[src/rtl/dsss_pkg.sv]
package dsss_pkg;
  typedef enum logic [1:0] {
    DEC_ZERO  = 2'd0,
    DEC_ONE   = 2'd1,
    DEC_ERASE = 2'd2
  } dec_e;
endpackage

[src/rtl/dsss_thr_regs.sv]
module dsss_thr_regs #(
  parameter int TH_W   = 7,
  parameter int RST_LO = 8,
  parameter int RST_HI = 56
) (
  input  logic            clk,
  input  logic            rst_n,
  input  logic [TH_W-1:0] wdata,
  input  logic            lo_we,
  input  logic            hi_we,
  output logic [TH_W-1:0] thr_lo,
  output logic [TH_W-1:0] thr_hi
);
  localparam int NREG = 2;

  logic [NREG-1:0]            we_vec;
  logic [NREG-1:0][TH_W-1:0]  regs;

  assign we_vec = {hi_we, lo_we};

  // index 0 holds the low threshold, index 1 the high threshold
  for (genvar g = 0; g < NREG; g++) begin : g_reg
    localparam logic [TH_W-1:0] RST_V = (g == 0) ? TH_W'(RST_LO) : TH_W'(RST_HI);
    always_ff @(posedge clk or negedge rst_n) begin
      if (!rst_n)          regs[g] <= RST_V;
      else if (we_vec[g])  regs[g] <= wdata;
    end
  end

  assign thr_lo = regs[0];
  assign thr_hi = regs[1];
endmodule

[src/rtl/dsss_chip_counter.sv]
module dsss_chip_counter #(
  parameter int CHIPS_LONG  = 64,
  parameter int CHIPS_SHORT = 32
) (
  input  logic                                  clk,
  input  logic                                  rst_n,
  input  logic                                  beat,
  input  logic                                  sob,
  input  logic                                  chip,
  input  logic                                  len64,
  input  logic [CHIPS_LONG-1:0]                 code,
  output logic                                  fin_valid,
  output logic [$clog2(CHIPS_LONG+1)-1:0]       fin_count
);
  localparam int CNT_W = $clog2(CHIPS_LONG + 1);
  localparam int IDX_W = $clog2(CHIPS_LONG);

  logic             active;
  logic             long_q;
  logic [IDX_W-1:0] pos;
  logic [CNT_W-1:0] cnt;
  logic [IDX_W-1:0] sel_idx;
  logic [IDX_W-1:0] last_idx;
  logic             match;
  logic             last;

  // chip n compared against code bit n, LSB first
  assign sel_idx  = sob ? '0 : pos;
  assign match    = (chip == code[sel_idx]);
  assign last_idx = long_q ? IDX_W'(CHIPS_LONG - 1) : IDX_W'(CHIPS_SHORT - 1);
  // a bit completes on its final chip; a start beat never completes one
  assign last      = beat && !sob && active && (pos == last_idx);
  assign fin_valid = last;
  assign fin_count = cnt + CNT_W'(match);

  always_ff @(posedge clk or negedge rst_n) begin
    if (!rst_n) begin
      active <= 1'b0;
      long_q <= 1'b1;
      pos    <= '0;
      cnt    <= '0;
    end else if (beat && sob) begin
      // restart discards any partial bit
      active <= 1'b1;
      long_q <= len64;
      pos    <= IDX_W'(1);
      cnt    <= CNT_W'(match);
    end else if (beat && active) begin
      if (last) begin
        active <= 1'b0;
      end else begin
        pos <= pos + IDX_W'(1);
        cnt <= cnt + CNT_W'(match);
      end
    end
    // beats without a start marker while idle change nothing
  end


  pos_in_range_chk: assert property (@(posedge clk) disable iff (!rst_n)
    active |-> (pos <= last_idx));


  cnt_bounded_chk: assert property (@(posedge clk) disable iff (!rst_n)
    active |-> (cnt <= CNT_W'(pos)));
endmodule

[src/rtl/dsss_slicer.sv]
module dsss_slicer
  import dsss_pkg::*;
#(
  parameter int CNT_W = 7,
  parameter int TH_W  = 7
) (
  input  logic [CNT_W-1:0] count,
  input  logic [TH_W-1:0]  thr_lo,
  input  logic [TH_W-1:0]  thr_hi,
  output dec_e             dec
);
  localparam int CMP_W = (CNT_W > TH_W) ? CNT_W : TH_W;

  logic [CMP_W-1:0] c_ext, lo_ext, hi_ext;

  assign c_ext  = CMP_W'(count);
  assign lo_ext = CMP_W'(thr_lo);
  assign hi_ext = CMP_W'(thr_hi);

  // takes priority over R4 when the thresholds overlap
  always_comb begin
    if (c_ext >= hi_ext)      dec = DEC_ONE;
    else if (c_ext <= lo_ext) dec = DEC_ZERO;
    else                      dec = DEC_ERASE;
  end
endmodule

[src/rtl/dsss_despreader.sv]
module dsss_despreader
  import dsss_pkg::*;
#(
  parameter int CHIPS_LONG  = 64,
  parameter int CHIPS_SHORT = 32,
  parameter int TH_W        = 7,
  parameter int REG_W       = 8,
  parameter int RST_LO      = 8,
  parameter int RST_HI      = 56
) (
  input  logic                  clk,
  input  logic                  rst_n,
  input  logic                  chip_valid,
  output logic                  chip_ready,
  input  logic                  chip_data,
  input  logic                  chip_sob,
  input  logic                  cfg_len64,
  input  logic [CHIPS_LONG-1:0] ref_code,
  input  logic [REG_W-1:0]      thr_wdata,
  input  logic                  thr_lo_we,
  input  logic                  thr_hi_we,
  output logic                  bit_valid,
  input  logic                  bit_ready,
  output logic                  bit_data,
  output logic                  bit_erase
);
  localparam int CNT_W = $clog2(CHIPS_LONG + 1);

  logic             beat;
  logic [TH_W-1:0]  reg_lo, reg_hi;
  logic [TH_W-1:0]  act_lo, act_hi;
  logic             fin_valid;
  logic [CNT_W-1:0] fin_count;
  dec_e             dec;
  logic [REG_W-TH_W-1:0] unused_rsvd;

  // reserved upper bits are dropped
  assign unused_rsvd = thr_wdata[REG_W-1:TH_W];


  assign chip_ready = !bit_valid || bit_ready;
  assign beat       = chip_valid && chip_ready;

  dsss_thr_regs #(.TH_W(TH_W), .RST_LO(RST_LO), .RST_HI(RST_HI)) u_regs (
    .clk    (clk),
    .rst_n  (rst_n),
    .wdata  (thr_wdata[TH_W-1:0]),
    .lo_we  (thr_lo_we),
    .hi_we  (thr_hi_we),
    .thr_lo (reg_lo),
    .thr_hi (reg_hi)
  );

  // thresholds frozen at the start beat
  always_ff @(posedge clk or negedge rst_n) begin
    if (!rst_n) begin
      act_lo <= TH_W'(RST_LO);
      act_hi <= TH_W'(RST_HI);
    end else if (beat && chip_sob) begin
      act_lo <= reg_lo;
      act_hi <= reg_hi;
    end
  end

  dsss_chip_counter #(.CHIPS_LONG(CHIPS_LONG), .CHIPS_SHORT(CHIPS_SHORT)) u_cnt (
    .clk       (clk),
    .rst_n     (rst_n),
    .beat      (beat),
    .sob       (chip_sob),
    .chip      (chip_data),
    .len64     (cfg_len64),
    .code      (ref_code),
    .fin_valid (fin_valid),
    .fin_count (fin_count)
  );

  dsss_slicer #(.CNT_W(CNT_W), .TH_W(TH_W)) u_slice (
    .count  (fin_count),
    .thr_lo (act_lo),
    .thr_hi (act_hi),
    .dec    (dec)
  );

  // output holding register
  always_ff @(posedge clk or negedge rst_n) begin
    if (!rst_n) begin
      bit_valid <= 1'b0;
      bit_data  <= 1'b0;
      bit_erase <= 1'b0;
    end else begin
      if (bit_valid && bit_ready) bit_valid <= 1'b0;
      if (fin_valid) begin
        bit_valid <= 1'b1;
        bit_data  <= (dec == DEC_ONE);
        bit_erase <= (dec == DEC_ERASE);
      end
    end
  end


  hold_stable_chk: assert property (@(posedge clk) disable iff (!rst_n)
    (bit_valid && !bit_ready) |=> (bit_valid && $stable(bit_data) && $stable(bit_erase)));


  ready_stall_chk: assert property (@(posedge clk) disable iff (!rst_n)
    !chip_ready |-> (bit_valid && !bit_ready));


  erase_zero_chk: assert property (@(posedge clk) disable iff (!rst_n)
    (bit_valid && bit_erase) |-> !bit_data);
endmodule

[config.mk]
export PLATFORM = sky130hd
export DESIGN_NAME = dsss_despreader
export DESIGN_NICKNAME = d
export VERILOG_FILES = /design/src/rtl/dsss_pkg.sv /design/src/rtl/dsss_thr_regs.sv /design/src/rtl/dsss_chip_counter.sv /design/src/rtl/dsss_slicer.sv /design/src/rtl/dsss_despreader.sv
export SDC_FILE = /design/constraint.sdc
export NUM_CORES = 1
export LEC_CHECK = 0
export BUFFER_PORTS_ARGS = -buffer_cell sky130_fd_sc_hd__buf_2
export CORE_MARGIN = 2
export CORE_UTILIZATION = 53
export DETAILED_ROUTE_END_ITERATION = 10
export GPL_ROUTABILITY_DRIVEN = 0
export HOLD_SLACK_MARGIN = 0.06
export PLACE_DENSITY = 0.81
export SLEW_MARGIN = 30
export SYNTH_ARGS = -nofsm -noshare
export SYNTH_HDL_FRONTEND = slang
export SYNTH_SLANG_ARGS = --single-unit
[constraint.sdc]
create_clock -name clk -period 4.8 [get_ports clk]
set_input_delay 0.24 -clock clk [delete_from_list [all_inputs] [get_ports clk]]
set_output_delay 0.24 -clock clk [all_outputs]
set_load 0.1 [all_outputs]
# ---- Word-level counts from Yosys, hierarchy flattened
# Index checks and enable logic that the tools add are counted.
# Widths: inputs -> output; s select.
dict set report totals {
  input_bits 81
  elab_cells 53
  out_inout_bits 4
  ff_bits 46
}
dict set report classes {
  reduce_logical 15
  n_mux 17
  order_cmp 3
  addsub 2
  eq_ne 5
}
# cell count
set op_table {}
lappend op_table {{$mux 6} 5}
lappend op_table {{$mux 7} 3}
lappend op_table {{$add 7x1->7} 1}
lappend op_table {{$ge 7x7->1} 1}
lappend op_table {{$le 7x7->1} 1}
lappend op_table {{$logic_and 1x1->1} 7}
lappend op_table {{$lt 6x7->1 const B} 1}
lappend op_table {{$add 6x1->6 const B} 1}
lappend op_table {{$bmux 1 s6} 1}
lappend op_table {{$eq 6x6->1} 1}
lappend op_table {{$mux 1} 6}
lappend op_table {{$reduce_bool 2->1} 3}
lappend op_table {{$mux 2} 2}
lappend op_table {{$reduce_and 2->1} 2}
lappend op_table {{$eq 2x1->1 const B} 1}
lappend op_table {{$eq 2x2->1 const B} 1}
lappend op_table {{$logic_not 1->1} 2}
lappend op_table {{$ne 2x1->1 const B} 1}
lappend op_table {{$eq 1x1->1} 1}
lappend op_table {{$logic_or 1x1->1} 1}

# ---- Longest topological paths before layout
dict set report logic_depth {
  word_depth 9
  ltp_mapped 20
  mapped_depth_nobuf 17
}

# ---- Hierarchy
# A second synthesis with hierarchy kept.
dict set report unflattened {
  hier_cells 306
  hier_area_um2 3288.2
}
# mod seq_area_each_um2 area_each_um2 cells_per_inst instances
set modules_own_cells {}
lappend modules_own_cells {dsss_chip_counter 376.6 1620.3 187 1}
lappend modules_own_cells {dsss_despreader 430.4 729.4 43 1}
lappend modules_own_cells {dsss_thr_regs 355.3 588.1 30 1}
lappend modules_own_cells {dsss_slicer 0.0 350.3 46 1}

# ---- Worst setup path after synthesis
# No wires, ideal clock.
dict set report synth_path {
  kind {reg-to-reg}
  startpoint {reg u_cnt.pos[0]}
  endpoint {reg bit_data}
  path_stages_with_launch 18
  t_arrival_ns 3.305
  setup_slack_ns 1.366
  period_less_slack_ns 3.434
  setup_time_ns 0.130
  n_path_buf 3
  t_required_ns 4.670
  cell_sequence {dfrtp_1 -> buf_6 -> buf_6 -> buf_6 -> a211oi_1 -> o22ai_1 -> a211oi_1 -> o22ai_2 -> xor2_2 -> ha_1 -> ha_1 -> ha_1 -> a21o_1 -> a21o_1 -> a21o_1 -> a211oi_1 -> o21ai_0 -> a21boi_0}
}
dict set report synth_via {
  elab_chain_cells 9
  elab_cells_between_ends 12
  classes_between {add/sub (1); order compare (2); eq/ne (3); mux (5); reduce/logical (1)}
}
# item line_no
set synth_rtl {}
lappend synth_rtl {{start: declaration} dsss_chip_counter.sv:20} ;# logic [IDX_W-1:0] pos;
lappend synth_rtl {{start signal: assignment} dsss_chip_counter.sv:52} ;# pos <= pos + IDX_W'(1);
lappend synth_rtl {{$mux 6} dsss_chip_counter.sv:28} ;# assign sel_idx = sob ? '0 : pos;
lappend synth_rtl {{$bmux 1 s6} dsss_chip_counter.sv:29} ;# assign match = (chip == code[sel_idx]);
lappend synth_rtl {{$mux 1 (implied by the code)} dsss_chip_counter.sv:29}
lappend synth_rtl {{$eq 1x1->1} dsss_chip_counter.sv:29}
lappend synth_rtl {{$add 7x1->7} dsss_chip_counter.sv:34} ;# assign fin_count = cnt + CNT_W'(match);
lappend synth_rtl {{$le 7x7->1} dsss_slicer.sv:23} ;# else if (c_ext <= lo_ext) dec = DEC_ZERO;
lappend synth_rtl {{$mux 2} dsss_slicer.sv:23}
lappend synth_rtl {{$mux 2} dsss_slicer.sv:22} ;# if (c_ext >= hi_ext) dec = DEC_ONE;
lappend synth_rtl {{$eq 2x1->1} dsss_despreader.sv:94} ;# bit_data <= (dec == DEC_ONE);
lappend synth_rtl {{end signal: assignment} dsss_despreader.sv:94}
lappend synth_rtl {{end: declaration} dsss_despreader.sv:24} ;# output logic bit_data,
# Parallel ways exist; a longest one is shown, timed or not. The select of a mux whose other input is x is not followed.
# A chain may end at the register's enable or synchronous reset.

# ---- Worst setup path after layout
dict set report layout_path {
  startpoint {reg u_cnt.pos[2]}
  endpoint {reg bit_erase}
}
dict set report layout_via {
  elab_chain_cells 9
  elab_cells_between_ends 12
  classes_between {add/sub (1); order compare (2); eq/ne (3); mux (5); reduce/logical (1)}
}
# item line_no
set layout_rtl {}
lappend layout_rtl {{$mux 6} dsss_chip_counter.sv:28}
lappend layout_rtl {{$bmux 1 s6} dsss_chip_counter.sv:29}
lappend layout_rtl {{$mux 1 (implied by the code)} dsss_chip_counter.sv:29}
lappend layout_rtl {{$eq 1x1->1} dsss_chip_counter.sv:29}
lappend layout_rtl {{$add 7x1->7} dsss_chip_counter.sv:34}
lappend layout_rtl {{$le 7x7->1} dsss_slicer.sv:23}
lappend layout_rtl {{$mux 2} dsss_slicer.sv:23}
lappend layout_rtl {{$mux 2} dsss_slicer.sv:22}
lappend layout_rtl {{$eq 2x2->1} dsss_despreader.sv:95} ;# bit_erase <= (dec == DEC_ERASE);
lappend layout_rtl {{end signal: assignment} dsss_despreader.sv:95}
lappend layout_rtl {{end: declaration} dsss_despreader.sv:25} ;# output logic bit_erase
# Parallel ways exist; a longest one is shown, timed or not. The select of a mux whose other input is x is not followed.

==> tab_implementation.tex <==
\begin{tabular}{lr}
\hline
Metric & Value \\
\hline
\multicolumn{2}{l}{\textbf{Status}} \\
\quad Run status & finished, final reports clean \\
\multicolumn{2}{l}{\textbf{Die}} \\
\quad Die Footprint & 0.00625 sq mm \\
\quad Number of placement rows & 27 \\
\quad Std-Cell Core Area & 0.00547 sq mm \\
\quad Initial cell density of the core & 54.6\% \\
\quad Boundary Pins & 85 \\
\quad Die Height & 79.1 um \\
\quad Die span in x & approximately 80 um \\
\multicolumn{2}{l}{\textbf{Cells and area}} \\
\quad Number of antenna cells inserted & 0 \\
\quad Layout Nets & 482 \\
\quad Final design instance area without fill & about 0.0035 sq mm \\
\quad Layout fillers & 466 \\
\quad Synth-to-layout area growth & 18.2\% \\
\quad Final cell utilization of the core & 64.5\% \\
\quad Fraction of final layout cells sized beyond drive strength 1 & 33.3\% \\
\multicolumn{2}{l}{\textbf{Clock network}} \\
\quad Clock buffers created by TritonCTS & 5 \\
\quad Clock tree from TritonCTS & yes \\
\quad Worst-skew pair later-pin latency & 0.30 ns \\
\quad Cell at the root of the clock tree & sky130\_fd\_sc\_hd\_\_clkbuf\_8 \\
\quad CTS Buffer Depth & 2 \\
\quad H-tree depth & 2 \\
\quad Clock slew at the register clock pins of the worst setup and hold paths & $\sim$0.090 ns \\
\quad TritonCTS Sinks & 46 \\
\multicolumn{2}{l}{\textbf{Drt}} \\
\quad Routed via count divided by cell count & 5.49 \\
\quad Count of antenna-violating nets left after detailed routing & 0 \\
\quad Final routed wire length divided by cell count & $\sim$14 um \\
\quad Total via count after detailed routing & 2503 \\
\quad First drt pass iteration count & 4 \\
\quad Violation count after the first detailed-route iteration & 95 \\
\quad Detailed-route DRC error count & 0 \\
\quad Drt total wl & 6370 um \\
\multicolumn{2}{l}{\textbf{Setup path}} \\
\quad Worst setup EP type & flip-flop \\
\quad CP max stage cell & sky130\_fd\_sc\_hd\_\_dfrtp\_1 \\
\quad Critical path fanouts, max & 21 \\
\quad Ordered cell list for the critical path & mux2\_2, a31oi\_1, o31ai\_1, o211a\_1, o22ai\_2, xor2\_2, ha\_1, ha\_1, nand3\_1, xnor2\_1, ha\_1, a21oi\_1, nor2b\_1, o21ai\_0, o21ai\_0, o22ai\_1, o21ai\_0 \\
\quad Family of cells with the greatest summed delay on the critical path & compound AO/OA/AOI/OAI gates \\
\quad Setup CP Type & flip-flop to flip-flop \\
\quad Maximum cell stage delay along the critical path & 0.84 ns \\
\quad Kind of launch point of the worst setup path & flip-flop \\
\quad Endpoint arrival time on the critical path & 4.47 ns \\
\quad Count of buffering cells on the critical path with inverters included & 0 \\
\quad Crit path required time & 4.98 ns \\
\multicolumn{2}{l}{\textbf{GRT}} \\
\quad Met3 layer usage reported by global route & under 10\% \\
\quad Met1 demand-to-capacity share in global routing & 24.8\% \\
\quad Number of antenna violations at the first check in global routing & 0 \\
\quad Global-route wire length before repair & 10800 um \\
\quad GRT Overall Usage & roughly 22\% \\
\quad Global routing usage on met2 & between 40 and 50\% \\
\quad Largest net degree at the start of global routing & 35 \\
\quad Vias in the first global route & 2462 \\
\quad Overflow after GRT & 0 \\
\quad Busiest layer in global routing & met2 \\
\multicolumn{2}{l}{\textbf{Power}} \\
\quad Power per unit of standard cell area & a little under 300 mW/mm\^{}2 \\
\quad Internal power consumption & between 0.0007 and 0.0008 W \\
\quad Net switching power & 0.000337 W \\
\quad Static leakage & 1.76 nW \\
\quad Overall Power & 0.00104 W \\
\quad Power share of the sequential group & 46.2\% \\
\quad Share of power burned in the clock network & 22.9\% \\
\quad Worst ir drop on vdd & 268 uV \\
\quad Switching power as a share of total power & 32.3\% \\
\quad Comb pwr share & 30.8\% \\
\multicolumn{2}{l}{\textbf{Logic synthesis}} \\
\quad Synthesized-area fraction occupied by xor and xnor cells & 3.48\% \\
\quad Cell count after synthesis & 306 \\
\quad Post-Synth Simple-Gate Area & 14.6\% \\
\quad Number of register bits inferred by synthesis & 46 \\
\quad Dominant combinational cell family by area after synthesis & compound AO/OA/AOI/OAI gates \\
\quad Synthesized net count & 405 \\
\quad Cell area after technology mapping & 0.00299 sq mm \\
\quad Count of different cell masters after synthesis & 46 \\
\quad Arithmetic-cell share of the synthesized area counting full adders, half adders and majority gates & between 7 and 8\% \\
\quad Number of synthesized flops with an enable pin & 0 \\
\quad Multiplexer share of the synthesized area & 14.5\% \\
\quad Post-synth ARST share & 100\% \\
\quad Commonest register cell after synthesis & sky130\_fd\_sc\_hd\_\_dfrtp\_1 \\
\quad Warnings from Yosys & 0 \\
\quad Average cell area after synthesis & 9.76 sq um \\
\quad Compound-Gate Fraction of Synth Area & between 10\% and 20\% \\
\quad Post-synthesis sequential area ratio & 38.9\% \\
\multicolumn{2}{l}{\textbf{Timing}} \\
\quad Setup repair after global routing missed its margin & no \\
\quad Total negative slack & 0 ns \\
\quad Slew of the pin with the lowest slew margin & 0.869 ns \\
\quad Hold slack & 0.143 ns \\
\quad Final slew viol count & 0 \\
\quad F\_max & 233 MHz \\
\quad Slew margin rel. & $\sim$42\% \\
\quad Fin crit share & 89.3\% \\
\quad Setup violations, final & 0 \\
\quad Post-route minimum period & 4.28 ns \\
\quad Final-report hold violation count & 0 \\
\quad Fin Clk Skew & 0.00724 ns \\
\multicolumn{2}{l}{\textbf{Place}} \\
\quad Area after detailed placement & 0.00343 sq mm \\
\quad Count of input and output buffers & 83 \\
\quad Half-perimeter wire length after placement & between 4000 and 5000 um \\
\multicolumn{2}{l}{\textbf{Flow run}} \\
\quad Max-Cap Viols & 0 \\
\multicolumn{2}{l}{\textbf{Hold path}} \\
\quad Min-Delay Path Class & input pin to flip-flop \\
\hline
\end{tabular}
==> power groups by stage <==
stage                     sequential (W)  combinational, W  clock (W)
final                           0.000483          0.000322   0.000239
after global routing            0.000490          0.000364   0.000260
after CTS                       0.000482          0.000326   0.000245
after detailed placement        0.000490          0.000323          0
after global placement          0.000487          0.000309          0
after floorplan                 0.000462          0.000258          0
==> placed cells by master (no fill, tap or decap), types with 9 or more instances in the layout <==
cell,synthesis,routed
sky130_fd_sc_hd__buf_2,4,83
sky130_fd_sc_hd__mux2i_1,16,16
sky130_fd_sc_hd__dfrtp_1,37,37
sky130_fd_sc_hd__nand2_1,32,32
sky130_fd_sc_hd__inv_1,17,17
sky130_fd_sc_hd__ha_1,18,18
sky130_fd_sc_hd__dfstp_2,9,9
sky130_fd_sc_hd__o21ai_0,24,24
sky130_fd_sc_hd__mux2_2,18,18
sky130_fd_sc_hd__nor2_1,19,19
==> metal layers <==
metal  routed length [um]  vias to the layer above
li1                     -                     1242
met1                 2640                     1164
met2                 3190                       90
met3                  450                        7
met4                   85                        0
met5                    0                        -
==> layout make-up <==
| class | count | area [sq um] | share of cell area, % |
|---|---|---|---|
| clock inverters | 3 | 23.8 | 0.673 |
| repair buffers | 88 | 468 | 13.3 |
| multi-input cells | 225 | 1650 | 46.8 |
| inverters | 17 | 63.8 | 1.81 |
| clock buffers | 5 | 68.8 | 1.95 |
| well taps | 72 | 90.1 | 2.55 |
| flip-flops and latches | 46 | 1160 | 32.9 |
==> repair_timing <==
item,4_1_cts,5_1_grt
gates resized for setup,0,0
hold buffers,1,0
endpoints found under the setup margin,0,0
hold endpoints to repair,17,0
setup buffers,0,0
==> through the flow <==
step / std cells / setup slack [ns]
6_report: 456 / 0.516
5_1_grt: 456 / 0.204
4_1_cts: 456 / 0.547
3_5_place_dp: 447 / 0.648
3_3_place_gp: 446 / 0.782
2_1_floorplan: 306 / 1.37
==> final timing paths <==
kind                       slack (ns)                to  cells after the start             start
min in group asynchronous        0.40          bit_data                      2             rst_n
hold / removal                   0.14      u_cnt.long_q                      3         cfg_len64
hold reg to reg                  0.47         act_lo[0]                      2  u_regs.thr_lo[0]
setup reg to reg                 0.52         bit_erase                     17      u_cnt.pos[2]
setup / recovery                 0.52         bit_erase                     17      u_cnt.pos[2]
max in group asynchronous        3.84  u_regs.thr_hi[5]                      3             rst_n
==> synth_stat cells, types with 4 or more instances <==
cell type | instances | area (sq um)
sky130_fd_sc_hd__dfrtp_1 | 37 | 926
sky130_fd_sc_hd__nand2_1 | 32 | 120
sky130_fd_sc_hd__o21ai_0 | 24 | 120
sky130_fd_sc_hd__nor2_1 | 19 | 71.3
sky130_fd_sc_hd__ha_1 | 18 | 225
sky130_fd_sc_hd__mux2_2 | 18 | 203
sky130_fd_sc_hd__inv_1 | 17 | 63.8
sky130_fd_sc_hd__mux2i_1 | 16 | 160
sky130_fd_sc_hd__dfstp_2 | 9 | 236
sky130_fd_sc_hd__clkbuf_1 | 8 | 30.0
sky130_fd_sc_hd__a22o_1 | 7 | 61.3
sky130_fd_sc_hd__nand3_1 | 7 | 35.0
sky130_fd_sc_hd__nor3_1 | 7 | 35.0
sky130_fd_sc_hd__a211oi_1 | 6 | 45.0
sky130_fd_sc_hd__a21oi_1 | 6 | 30.0
sky130_fd_sc_hd__nor2b_1 | 6 | 37.5
sky130_fd_sc_hd__xor2_1 | 6 | 52.6
sky130_fd_sc_hd__a21o_1 | 5 | 37.5
sky130_fd_sc_hd__nand2b_1 | 5 | 31.3
sky130_fd_sc_hd__buf_2 | 4 | 20.0
sky130_fd_sc_hd__nor3b_1 | 4 | 30.0
sky130_fd_sc_hd__nor4_1 | 4 | 25.0
sky130_fd_sc_hd__xnor2_1 | 4 | 35.0
==> sequential cells by signal (all words and copies together) (netlist names) <==
name           cells
act_hi             7
act_lo             7
u_cnt.cnt          7
u_regs.thr_hi      7
u_regs.thr_lo      7
u_cnt.pos          6
bit_data           1
bit_erase          1
bit_valid          1
u_cnt.active       1
u_cnt.long_q       1
==> cells by family after synthesis <==
kind of cell	count (synthesis)
buf+inv	35
simple gates	92
mux	37
flops	46
compound gates	67
xor+xnor	11
fa+ha+maj	18
==> worst min-delay path: stages <==
cell                      delay (ns)
sky130_fd_sc_hd__buf_2          0.10
sky130_fd_sc_hd__nand2_1        0.06
sky130_fd_sc_hd__nand2_1        0.05
No activity file was read; power rests on OpenSTA's default activity.
